[config.mk]
export PLATFORM = sky130hd
export DESIGN_NAME = dram_refresh_arbiter
export DESIGN_NICKNAME = d
export VERILOG_FILES = /design/src/rtl/dram_arb_pkg.sv /design/src/rtl/refresh_timer.sv /design/src/rtl/refresh_row_ctr.sv /design/src/rtl/cycle_arbiter.sv /design/src/rtl/dram_refresh_arbiter.sv
export SDC_FILE = /design/constraint.sdc
export NUM_CORES = 1
export LEC_CHECK = 0
export ABC_AREA = 1
export BUFFER_PORTS_ARGS = -buffer_cell sky130_fd_sc_hd__buf_2
export CAP_MARGIN = 20
export CORE_ASPECT_RATIO = 2
export CORE_MARGIN = 3
export CORE_UTILIZATION = 57
export CTS_CLUSTER_SIZE = 30
export DETAILED_ROUTE_END_ITERATION = 10
export HOLD_SLACK_MARGIN = 0.03
export PLACE_DENSITY_LB_ADDON = 0.12
export SKIP_CTS_REPAIR_TIMING = 1
export SYNTH_ARGS = -nofsm -noshare
export SYNTH_HDL_FRONTEND = slang
export SYNTH_SLANG_ARGS = --single-unit
[constraint.sdc]
create_clock -name clk -period 1.91 [get_ports clk]
set_clock_uncertainty 0.2 [all_clocks]
set_input_delay 0.0955 -clock clk [delete_from_list [all_inputs] [get_ports clk]]
set_output_delay 0.0955 -clock clk [all_outputs]
set_load 0.02 [all_outputs]
[src/rtl/dram_arb_pkg.sv]
package dram_arb_pkg;

  typedef enum logic [2:0] {
    ST_IDLE,
    ST_REF,
    ST_ROW,
    ST_COL,
    ST_PRE
  } arb_state_t;

  function automatic int max_int(input int a, input int b);
    return (a > b) ? a : b;
  endfunction

endpackage

[src/rtl/refresh_timer.sv]
module refresh_timer #(
  parameter int INTERVAL = 780
) (
  input  logic clk,
  input  logic rst,
  output logic tick_o
);
  localparam int CNT_W = (INTERVAL > 2) ? $clog2(INTERVAL) : 1;
  localparam logic [CNT_W-1:0] LAST = CNT_W'(INTERVAL - 1);

  logic [CNT_W-1:0] cnt_q;

  always_ff @(posedge clk) begin
    if (rst) begin
      cnt_q  <= '0;
      tick_o <= 1'b0;
    end else if (cnt_q == LAST) begin
      cnt_q  <= '0;
      tick_o <= 1'b1;
    end else begin
      cnt_q  <= cnt_q + 1'b1;
      tick_o <= 1'b0;
    end
  end

  // one tick per period, never two in a row
  p_tick_single_r2: assert property (@(posedge clk) disable iff (rst)
    tick_o |=> !tick_o);

endmodule

[src/rtl/refresh_row_ctr.sv]
module refresh_row_ctr #(
  parameter int ROW_BITS = 9
) (
  input  logic                clk,
  input  logic                rst,
  input  logic                step_i,
  output logic [ROW_BITS-1:0] row_o
);
  always_ff @(posedge clk) begin
    if (rst)         row_o <= '0;
    else if (step_i) row_o <= row_o + 1'b1;
  end

  // the top row is followed by row zero
  p_row_wrap_r4: assert property (@(posedge clk) disable iff (rst)
    (step_i && (&row_o)) |=> (row_o == '0));

endmodule

[src/rtl/cycle_arbiter.sv]
module cycle_arbiter
  import dram_arb_pkg::*;
#(
  parameter int ROW_BITS = 9,
  parameter int COL_BITS = 9,
  parameter int RAS_CYC  = 4,
  parameter int RAH_CYC  = 1,
  parameter int PRE_CYC  = 3
) (
  input  logic                                  clk,
  input  logic                                  rst,
  input  logic                                  tick_i,
  input  logic                                  data_req_i,
  input  logic [ROW_BITS-1:0]                   data_row_i,
  input  logic [COL_BITS-1:0]                   data_col_i,
  input  logic [ROW_BITS-1:0]                   ref_row_i,
  output logic                                  ref_step_o,
  output logic                                  gnt_o,
  output logic                                  ras_n_o,
  output logic                                  cas_n_o,
  output logic [max_int(ROW_BITS,COL_BITS)-1:0] ma_o
);
  localparam int MA_W    = max_int(ROW_BITS, COL_BITS);
  localparam int COL_LEN = RAS_CYC - RAH_CYC;
  localparam int CW      = $clog2(max_int(RAS_CYC, PRE_CYC) + 1);
  localparam logic [CW-1:0] REF_LOAD = CW'(RAS_CYC - 1);
  localparam logic [CW-1:0] ROW_LOAD = CW'(RAH_CYC - 1);
  localparam logic [CW-1:0] COL_LOAD = CW'(COL_LEN - 1);
  localparam logic [CW-1:0] PRE_LOAD = CW'(PRE_CYC - 1);

  arb_state_t state_q, state_d;
  logic [CW-1:0] cnt_q, cnt_d;
  logic ref_pend_q;
  logic [ROW_BITS-1:0] row_q;
  logic [COL_BITS-1:0] col_q;
  logic take_ref, take_data, last;

  assign last       = (cnt_q == '0);
  assign take_ref   = (state_q == ST_IDLE) && ref_pend_q;
  assign take_data  = (state_q == ST_IDLE) && !ref_pend_q && data_req_i;
  assign ref_step_o = (state_q == ST_REF) && last;

  always_comb begin
    state_d = state_q;
    cnt_d   = cnt_q;
    unique case (state_q)
      ST_IDLE: begin
        if (take_ref) begin
          state_d = ST_REF;
          cnt_d   = REF_LOAD;
        end else if (take_data) begin
          state_d = ST_ROW;
          cnt_d   = ROW_LOAD;
        end
      end
      ST_REF: begin
        if (last) begin state_d = ST_PRE; cnt_d = PRE_LOAD; end
        else cnt_d = cnt_q - 1'b1;
      end
      ST_ROW: begin
        if (last) begin state_d = ST_COL; cnt_d = COL_LOAD; end
        else cnt_d = cnt_q - 1'b1;
      end
      ST_COL: begin
        if (last) begin state_d = ST_PRE; cnt_d = PRE_LOAD; end
        else cnt_d = cnt_q - 1'b1;
      end
      ST_PRE: begin
        if (last) state_d = ST_IDLE;
        else cnt_d = cnt_q - 1'b1;
      end
      default: begin
        state_d = ST_IDLE;
        cnt_d   = '0;
      end
    endcase
  end

  always_ff @(posedge clk) begin
    if (rst) begin
      state_q    <= ST_IDLE;
      cnt_q      <= '0;
      ref_pend_q <= 1'b0;
      row_q      <= '0;
      col_q      <= '0;
    end else begin
      state_q <= state_d;
      cnt_q   <= cnt_d;
      if (tick_i)        ref_pend_q <= 1'b1;
      else if (take_ref) ref_pend_q <= 1'b0;
      if (take_data) begin
        row_q <= data_row_i;
        col_q <= data_col_i;
      end
    end
  end

  // Output stage: strobes and address are registered from the state
  always_ff @(posedge clk) begin
    if (rst) begin
      ras_n_o <= 1'b1;
      cas_n_o <= 1'b1;
      gnt_o   <= 1'b0;
      ma_o    <= '0;
    end else begin
      ras_n_o <= !((state_q == ST_REF) || (state_q == ST_ROW) || (state_q == ST_COL));
      cas_n_o <= (state_q != ST_COL);
      gnt_o   <= (state_q == ST_ROW) || (state_q == ST_COL);
      case (state_q)
        ST_REF:  ma_o <= MA_W'(ref_row_i);
        ST_ROW:  ma_o <= MA_W'(row_q);
        ST_COL:  ma_o <= MA_W'(col_q);
        default: ma_o <= ma_o;
      endcase
    end
  end

  // a pending refresh wins over a data request at an idle arbiter
  p_ref_first_r8: assert property (@(posedge clk) disable iff (rst)
    (state_q == ST_IDLE && ref_pend_q) |=> (state_q == ST_REF));

  // a refresh that is due is held while the array is busy
  p_pend_kept_r7: assert property (@(posedge clk) disable iff (rst)
    (ref_pend_q && state_q != ST_IDLE) |=> ref_pend_q);

  // a data cycle in progress is not abandoned
  p_no_preempt_r7: assert property (@(posedge clk) disable iff (rst)
    (state_q == ST_ROW && !last) |=> (state_q == ST_ROW));

endmodule

[src/rtl/dram_refresh_arbiter.sv]
module dram_refresh_arbiter
  import dram_arb_pkg::*;
#(
  parameter int CLK_KHZ    = 50000,
  parameter int REFRESH_NS = 15600,
  parameter int ROW_BITS   = 9,
  parameter int COL_BITS   = 9,
  parameter int RAS_CYC    = 4,
  parameter int RAH_CYC    = 1,
  parameter int PRE_CYC    = 3
) (
  input  logic                                  clk,
  input  logic                                  rst,
  input  logic                                  data_req,
  input  logic [ROW_BITS-1:0]                   data_row,
  input  logic [COL_BITS-1:0]                   data_col,
  output logic                                  data_gnt,
  output logic                                  ras_n,
  output logic                                  cas_n,
  output logic [max_int(ROW_BITS,COL_BITS)-1:0] mem_addr
);
  localparam int INTERVAL = (CLK_KHZ * REFRESH_NS) / 1_000_000;

  logic                tick;
  logic                ref_step;
  logic [ROW_BITS-1:0] ref_row;

  refresh_timer #(.INTERVAL(INTERVAL)) u_timer (
    .clk    (clk),
    .rst    (rst),
    .tick_o (tick)
  );

  refresh_row_ctr #(.ROW_BITS(ROW_BITS)) u_rows (
    .clk    (clk),
    .rst    (rst),
    .step_i (ref_step),
    .row_o  (ref_row)
  );

  cycle_arbiter #(
    .ROW_BITS (ROW_BITS),
    .COL_BITS (COL_BITS),
    .RAS_CYC  (RAS_CYC),
    .RAH_CYC  (RAH_CYC),
    .PRE_CYC  (PRE_CYC)
  ) u_arb (
    .clk        (clk),
    .rst        (rst),
    .tick_i     (tick),
    .data_req_i (data_req),
    .data_row_i (data_row),
    .data_col_i (data_col),
    .ref_row_i  (ref_row),
    .ref_step_o (ref_step),
    .gnt_o      (data_gnt),
    .ras_n_o    (ras_n),
    .cas_n_o    (cas_n),
    .ma_o       (mem_addr)
  );

  // Run-length counters for the strobe checks
  logic [7:0] lo_run, hi_run;
  always_ff @(posedge clk) begin
    if (rst) begin
      lo_run <= '0;
      hi_run <= '0;
    end else begin
      lo_run <= ras_n ? 8'd0 : ((lo_run == 8'hFF) ? lo_run : lo_run + 8'd1);
      hi_run <= !ras_n ? 8'd0 : ((hi_run == 8'hFF) ? hi_run : hi_run + 8'd1);
    end
  end

  // no CAS during a refresh
  p_ras_only_r3: assert property (@(posedge clk) disable iff (rst)
    (!ras_n && !data_gnt) |-> cas_n);

  // every RAS pulse lasts the programmed length
  p_ras_len_r3: assert property (@(posedge clk) disable iff (rst)
    $rose(ras_n) |-> (lo_run == 8'(RAS_CYC)));

  // grant only inside a RAS pulse, CAS only inside a granted pulse
  p_gnt_in_ras_r5: assert property (@(posedge clk) disable iff (rst)
    data_gnt |-> !ras_n);
  p_cas_in_gnt_r5: assert property (@(posedge clk) disable iff (rst)
    !cas_n |-> (!ras_n && data_gnt));

  // the column address is steady while CAS is low
  p_col_stable_r5: assert property (@(posedge clk) disable iff (rst)
    (!cas_n && $past(!cas_n)) |-> $stable(mem_addr));

  // precharge gap before each new RAS pulse
  p_precharge_r6: assert property (@(posedge clk) disable iff (rst)
    $fell(ras_n) |-> (hi_run >= 8'(PRE_CYC)));

endmodule

Word level (Yosys, flattened, before mapping) --
Index checks and enable logic that the tools add are counted.
Word-level totals: register bits 57, word-level logic and storage cells 59
Cells by class: $add $sub $neg 3, eq/ne operators 11, mux-type cells 15, reduce and logical (&&, ||, !) cells 18
Operators by type and width (count):
- $mux 3 | 9
- $pmux 9 s3 | 1
- $pmux 3 s4 | 1
- $add 10x1->10 const B | 1
- $eq 10x10->1 const B | 1
- $add 9x1->9 const B | 1
- $pmux 3 s3 | 1
- $eq 3x2->1 const B | 2
- $logic_not 3->1 | 2
- $ne 2x1->1 const B | 3
- $logic_and 1x1->1 | 4
- $reduce_and 4->1 | 1
- $reduce_or 2->1 | 2
- $eq 3x1->1 const B | 1
- $eq 3x3->1 const B | 1
- $logic_or 1x1->1 | 3
- $mux 1 | 3
- $ne 3x1->1 const B | 1
- $ne 3x2->1 const B | 1
- $reduce_bool 3->1 | 1
- $reduce_or 3->1 | 1
- $sub 3x1->3 const B | 1
- $logic_not 1->1 | 2
- $ne 2x2->1 const B | 1
- other kinds (2) | 2

Logic depth before layout (Yosys ltp) --
depth in word-level cells 6, depth in mapped cells 9, gate-level depth less buffers 9

By module --
From an unflattened synthesis, not the netlist that was laid out.
Second synthesis, totals: cell total of the unflattened synthesis 345, area total of the unflattened synthesis 2598.7 sq um
By module, submodules not included:
- cycle_arbiter | times used 1, cells an instance 217, area an instance 1649.1 sq um
- refresh_timer | times used 1, cells an instance 69, area an instance 513.0 sq um
- refresh_row_ctr | times used 1, cells an instance 59, area an instance 436.7 sq um

Worst setup path after synthesis --
OpenSTA, ideal clock, no wires.
kind register -> register, from register u_arb.cnt_q[0], to register u_rows.row_o[5], library setup time 0.113 ns, arrival 1.167 ns, data required time 1.597 ns, path slack 0.430 ns, stages on the path, launching flop included 9, buffers on the path 1, clock period less this slack 1.480 ns, cells stage by stage dfxtp_1 inv_1 ha_1 nand2_1 nor2_2 buf_4 nand3b_1 nor2_1 nor2_1
On the way: word-level cells in the longest chain between the ends 2
RTL lines:
- from (decl) | RTL line cycle_arbiter.sv:32 | logic [CW-1:0] cnt_q, cnt_d;
- from (signal assigned) | RTL line cycle_arbiter.sv:88 | cnt_q <= cnt_d;
- $logic_not 3->1 | RTL line cycle_arbiter.sv:38 | assign last = (cnt_q == '0);
- $logic_and 1x1->1 | RTL line cycle_arbiter.sv:41 | assign ref_step_o = (state_q == ST_REF) && last;
- to (signal assigned) | RTL line refresh_row_ctr.sv:11 | else if (step_i) row_o <= row_o + 1'b1;
- to (decl) | RTL line refresh_row_ctr.sv:7 | output logic [ROW_BITS-1:0] row_o
No other way between the ends. A chain may end at the register's enable or synchronous reset.

Final worst setup path --
from register u_arb.cnt_q[0], to register u_rows.row_o[0]
Same word-level chain as after synthesis.

==> impl_metrics.prom <==
# TYPE chip_impl_metric gauge
chip_impl_metric{name="area_delta_synth_final",unit="%"} 25.7
chip_impl_metric{name="internal-power",unit="mW"} 2.90
chip_impl_metric{name="post-route-util",unit=""} 0.759
chip_impl_metric{name="start_util",unit=""} 0.604
chip_impl_metric{name="filler_cells",unit=""} 342
chip_impl_metric{name="postSynth.asyncResetShare",unit=""} 0
chip_impl_metric{name="synth_compound_gate_area_share",unit=""} 0.169
chip_impl_metric{name="fp.dieW",unit="µm"} 53.0
chip_impl_metric{name="synthMuxAreaShare",unit=""} 0
chip_impl_info{name="tritoncts_clock_tree",value="done"} 1
chip_impl_metric{name="netSwitchingFraction",unit=""} 0.366
chip_impl_metric{name="post-route-period-util",unit=""} 0.944
chip_impl_info{name="synthMostInstantiatedCell",value="nand2_1"} 1
chip_impl_metric{name="port_buffers",unit=""} 32
chip_impl_metric{name="synth_nets",unit=""} 368
chip_impl_metric{name="synth_xor_area_frac",unit=""} 0.0278
chip_impl_metric{name="antenna_violating_nets_post_route",unit=""} 0
chip_impl_metric{name="cts-htree-levels",unit=""} 3
chip_impl_metric{name="grtUsageTotal",unit=""} 0.246
chip_impl_metric{name="layout-drive-gt1-share",unit=""} 0.148
chip_impl_metric{name="wire_length_reported_by_the_detailed_router",unit="µm"} 5970
chip_impl_metric{name="relSlewSlack",unit=""} 0.720
chip_impl_metric{name="detailed_place_hpwl",unit="µm"} 4140
chip_impl_metric{name="synth.yosys.seq_area_share",unit=""} 0.453
chip_impl_metric{name="synth_cell_types",unit=""} 28
chip_impl_info{name="outcome",value="complete, no violations"} 1
chip_impl_info{name="synth_largest_area_cell",value="dfxtp_1"} 1
chip_impl_metric{name="drtIter0Drc",unit=""} 46
chip_impl_metric{name="drc",unit=""} 0
chip_impl_info{name="synth_top_family_by_area",value="simple AND/OR/NAND/NOR gates"} 1
chip_impl_metric{name="powerDensity",unit="mW/mm²"} 1440
chip_impl_metric{name="clk_latency",unit="ns"} 0.33
chip_impl_metric{name="arrival_time_of_the_worst_setup_path",unit="ns"} 1.82
chip_impl_metric{name="post_synth_instance_area",unit="mm²"} 0.00252
chip_impl_metric{name="synthAdderAreaFrac",unit=""} 0.0199
chip_impl_metric{name="synthSimpleGateAreaFrac",unit=""} 0.248
chip_impl_metric{name="drv.max_cap_violation_count",unit=""} 0
chip_impl_metric{name="first_pass_iters",unit=""} 4
chip_impl_metric{name="net-switching-power",unit="mW"} 1.67
chip_impl_metric{name="post_drt_via_cell_ratio",unit=""} 5.28
chip_impl_metric{name="vias",unit=""} 2417
chip_impl_metric{name="comb_power_share",unit=""} 0.338
chip_impl_metric{name="grt_antenna_before_repair",unit=""} 0
chip_impl_metric{name="grt_max_degree",unit=""} 37
chip_impl_info{name="cts-root-buf",value="clkbuf_8"} 1
chip_impl_metric{name="leakage_power_of_the_design",unit="nW"} 1.32
chip_impl_metric{name="timing.critical_path.fanout_max",unit=""} 8
chip_impl_info{name="timing.critical_path.from_type",value="flop"} 1
chip_impl_metric{name="power.clock.fraction",unit=""} 0.300
chip_impl_metric{name="fin_hold_viols",unit=""} 0
chip_impl_metric{name="setup-violations-final",unit=""} 0
chip_impl_metric{name="numCtsBuffers",unit=""} 9
chip_impl_metric{name="report.final.slew_viol_count",unit=""} 0
chip_impl_metric{name="ys_ff_latch",unit=""} 57
chip_impl_info{name="synth.top_cells.by_area",value="dfxtp_1 (45%), nand2_1 (11%), a21oi_1 (8.5%), o21ai_0 (6.2%), inv_1 (5.5%)"} 1
chip_impl_info{name="worstSetupEndpointType",value="flop"} 1
chip_impl_metric{name="avgRoutedWirePerCell",unit="µm"} 13.0
chip_impl_metric{name="vdd_drop_max",unit="mV"} 0.881
chip_impl_metric{name="placeableCoreArea",unit="mm²"} 0.00417
chip_impl_metric{name="gp_congestion",unit=""} 0.850
chip_impl_metric{name="clk_pin_slew_worst_paths",unit="ns"} 0.06
chip_impl_metric{name="grt_pass1_vias",unit=""} 2216
chip_impl_metric{name="clock.fmax",unit="GHz"} 0.555
chip_impl_metric{name="cells_after_synthesis",unit=""} 343
chip_impl_metric{name="synth_largest_type_area_fraction",unit=""} 0.453
chip_impl_metric{name="pin_count",unit=""} 33
chip_impl_metric{name="std_cell_rows",unit=""} 33
chip_impl_metric{name="worstMarginPinSlew",unit="ns"} 0.419
chip_impl_metric{name="cp_data_required_time",unit="ns"} 1.93
chip_impl_metric{name="design.die.area",unit="mm²"} 0.00530
chip_impl_metric{name="post_synth.cell_area_avg",unit="µm²"} 7.34
chip_impl_info{name="timing.hold.worst.class",value="in -> reg"} 1
chip_impl_metric{name="timing.setup.tns",unit="ns"} 0
chip_impl_metric{name="sequentialPowerShare",unit=""} 0.363
chip_impl_metric{name="maximum_clock_insertion_buffer_count",unit=""} 2
chip_impl_info{name="worstSetupPathType",value="reg -> reg"} 1
chip_impl_metric{name="gr-total-overflow",unit=""} 0
chip_impl_metric{name="yosysWarningCount",unit=""} 0
chip_impl_metric{name="period_needed",unit="ns"} 1.80
chip_impl_info{name="synth_commonest_cells",value="nand2_1 (76), dfxtp_1 (57), a21oi_1 (43)"} 1
chip_impl_metric{name="clock_sink_count",unit=""} 57
chip_impl_info{name="ys.flop_type",value="dfxtp_1"} 1
chip_impl_info{name="rsz0062_at_grt",value="no"} 1
chip_impl_metric{name="die_height",unit="µm"} 100
chip_impl_metric{name="count_of_flip_flops_with_a_built_in_enable_after_synthesis",unit=""} 0
chip_impl_metric{name="fin_hold_ws",unit="ns"} 0.126
chip_impl_metric{name="grt_first_pass_wirelength",unit="µm"} 9610
chip_impl_metric{name="fin_nets",unit=""} 426
chip_impl_metric{name="insertedDiodeCount",unit=""} 0
[worst paths after layout]
kind | slack [ns] | to | from | cells past startpoint
worst min-delay path | 0.13 | u_arb.state_q[1]$_SDFFE_PP0P_ | data_req | 5
worst max-delay path | 0.11 | u_rows.row_o[0]$_SDFFE_PP0P_ | u_arb.cnt_q[0]$_SDFFE_PP0P_ | 7
worst max register to register | 0.11 | u_rows.row_o[0]$_SDFFE_PP0P_ | u_arb.cnt_q[0]$_SDFFE_PP0P_ | 7
worst min register to register | 0.24 | u_arb.ref_pend_q$_SDFFE_PP0P_ | u_timer.tick_o$_SDFF_PP0_ | 2
[cells in the final DEF, fill, tap and decap left out]
cell type	synthesis	final
nand2_1	76	76
o21ai_0	31	31
nor3b_1	1	1
clkinv_2	0	3
bufinv_16	0	3
dlygate4sd3_1	0	19
xor2_1	5	5
nand4_4	1	1
buf_4	1	6
nand2_2	1	1
nor2_4	1	1
nand3b_1	4	4
clkinv_4	1	1
clkbuf_8	0	10
a31oi_1	8	8
xnor2_1	3	3
nor2_2	1	1
clkinv_1	1	1
o21ai_1	1	1
nor3_1	4	4
inv_1	37	37
nand3_1	17	17
nand4_1	2	2
dfxtp_1	57	57
a21oi_1	43	43
nor3_4	1	1
buf_2	3	32
ha_1	4	4
nor2_1	33	33
[through the flow]
| step | setup slack [ns] | power (mW) | std cells | cell area (µm²) |
|---|---|---|---|---|
| after global routing | 0.000977 | 4.86 | 458 | 3170 |
| after CTS | 0.126 | 4.57 | 439 | 2980 |
| after global placement | 0.139 | 3.15 | 423 | 2730 |
| after floorplan | 0.430 | 2.74 | 343 | 2520 |
| after detailed placement | 0.122 | 3.18 | 423 | 2730 |
| final | 0.108 | 4.57 | 458 | 3170 |
[routing by layer]
metal / track usage / vias to the layer above / routed length (µm)
met2: 0.425 / 66 / 3280
met3: 0.0624 / 15 / 239
met5: 0 / - / 0
met4: 0.138 / 0 / 191
li1: - / 1234 / -
met1: 0.260 / 1102 / 2260
[sequential cells by signal (all words and copies together), names as in the netlist]
name and count:
u_timer.cnt_q 10, u_arb.col_q 9, u_arb.ma_o 9, u_arb.row_q 9, u_rows.row_o 9, u_arb.cnt_q 3, u_arb.state_q 3, u_arb.cas_n_o 1
u_arb.gnt_o 1, u_arb.ras_n_o 1, u_arb.ref_pend_q 1, u_timer.tick_o 1
[final cells by class]
class,count,area (µm²),share of cell area
clock buffers,10,138,0.0435
clock inverters,6,105,0.0332
inverters,39,151,0.0478
multi-input cells,237,1170,0.370
flip-flops and latches,57,1140,0.360
well taps,52,65.1,0.0205
repair buffers,57,395,0.125
[critical path, cell delays in order, from the launching register on]
cell	delay [ns]
dfxtp_1	0.33
inv_1	0.10
ha_1	0.19
nand2_1	0.16
nor2_2	0.32
inv_1	0.17
o21ai_0	0.17
a21oi_1	0.06
[power groups by stage]
stage / clock, mW / sequential, mW / combinational (mW)
CTS: 1.40 / 1.66 / 1.51
global placement: 0 / 1.68 / 1.47
global route: 1.45 / 1.69 / 1.73
floorplan: 0 / 1.77 / 0.970
finish: 1.37 / 1.66 / 1.54
detailed placement: 0 / 1.68 / 1.50
[logic make-up after synthesis]
group | Yosys count
AOI/OAI and AO/OA | 83
buffers and inverters | 49
and+or+nand+nor | 142
xor gates and xnor gates | 8
DFF | 57
adders and majority gates | 4
(Power assumes the default switching activity.)
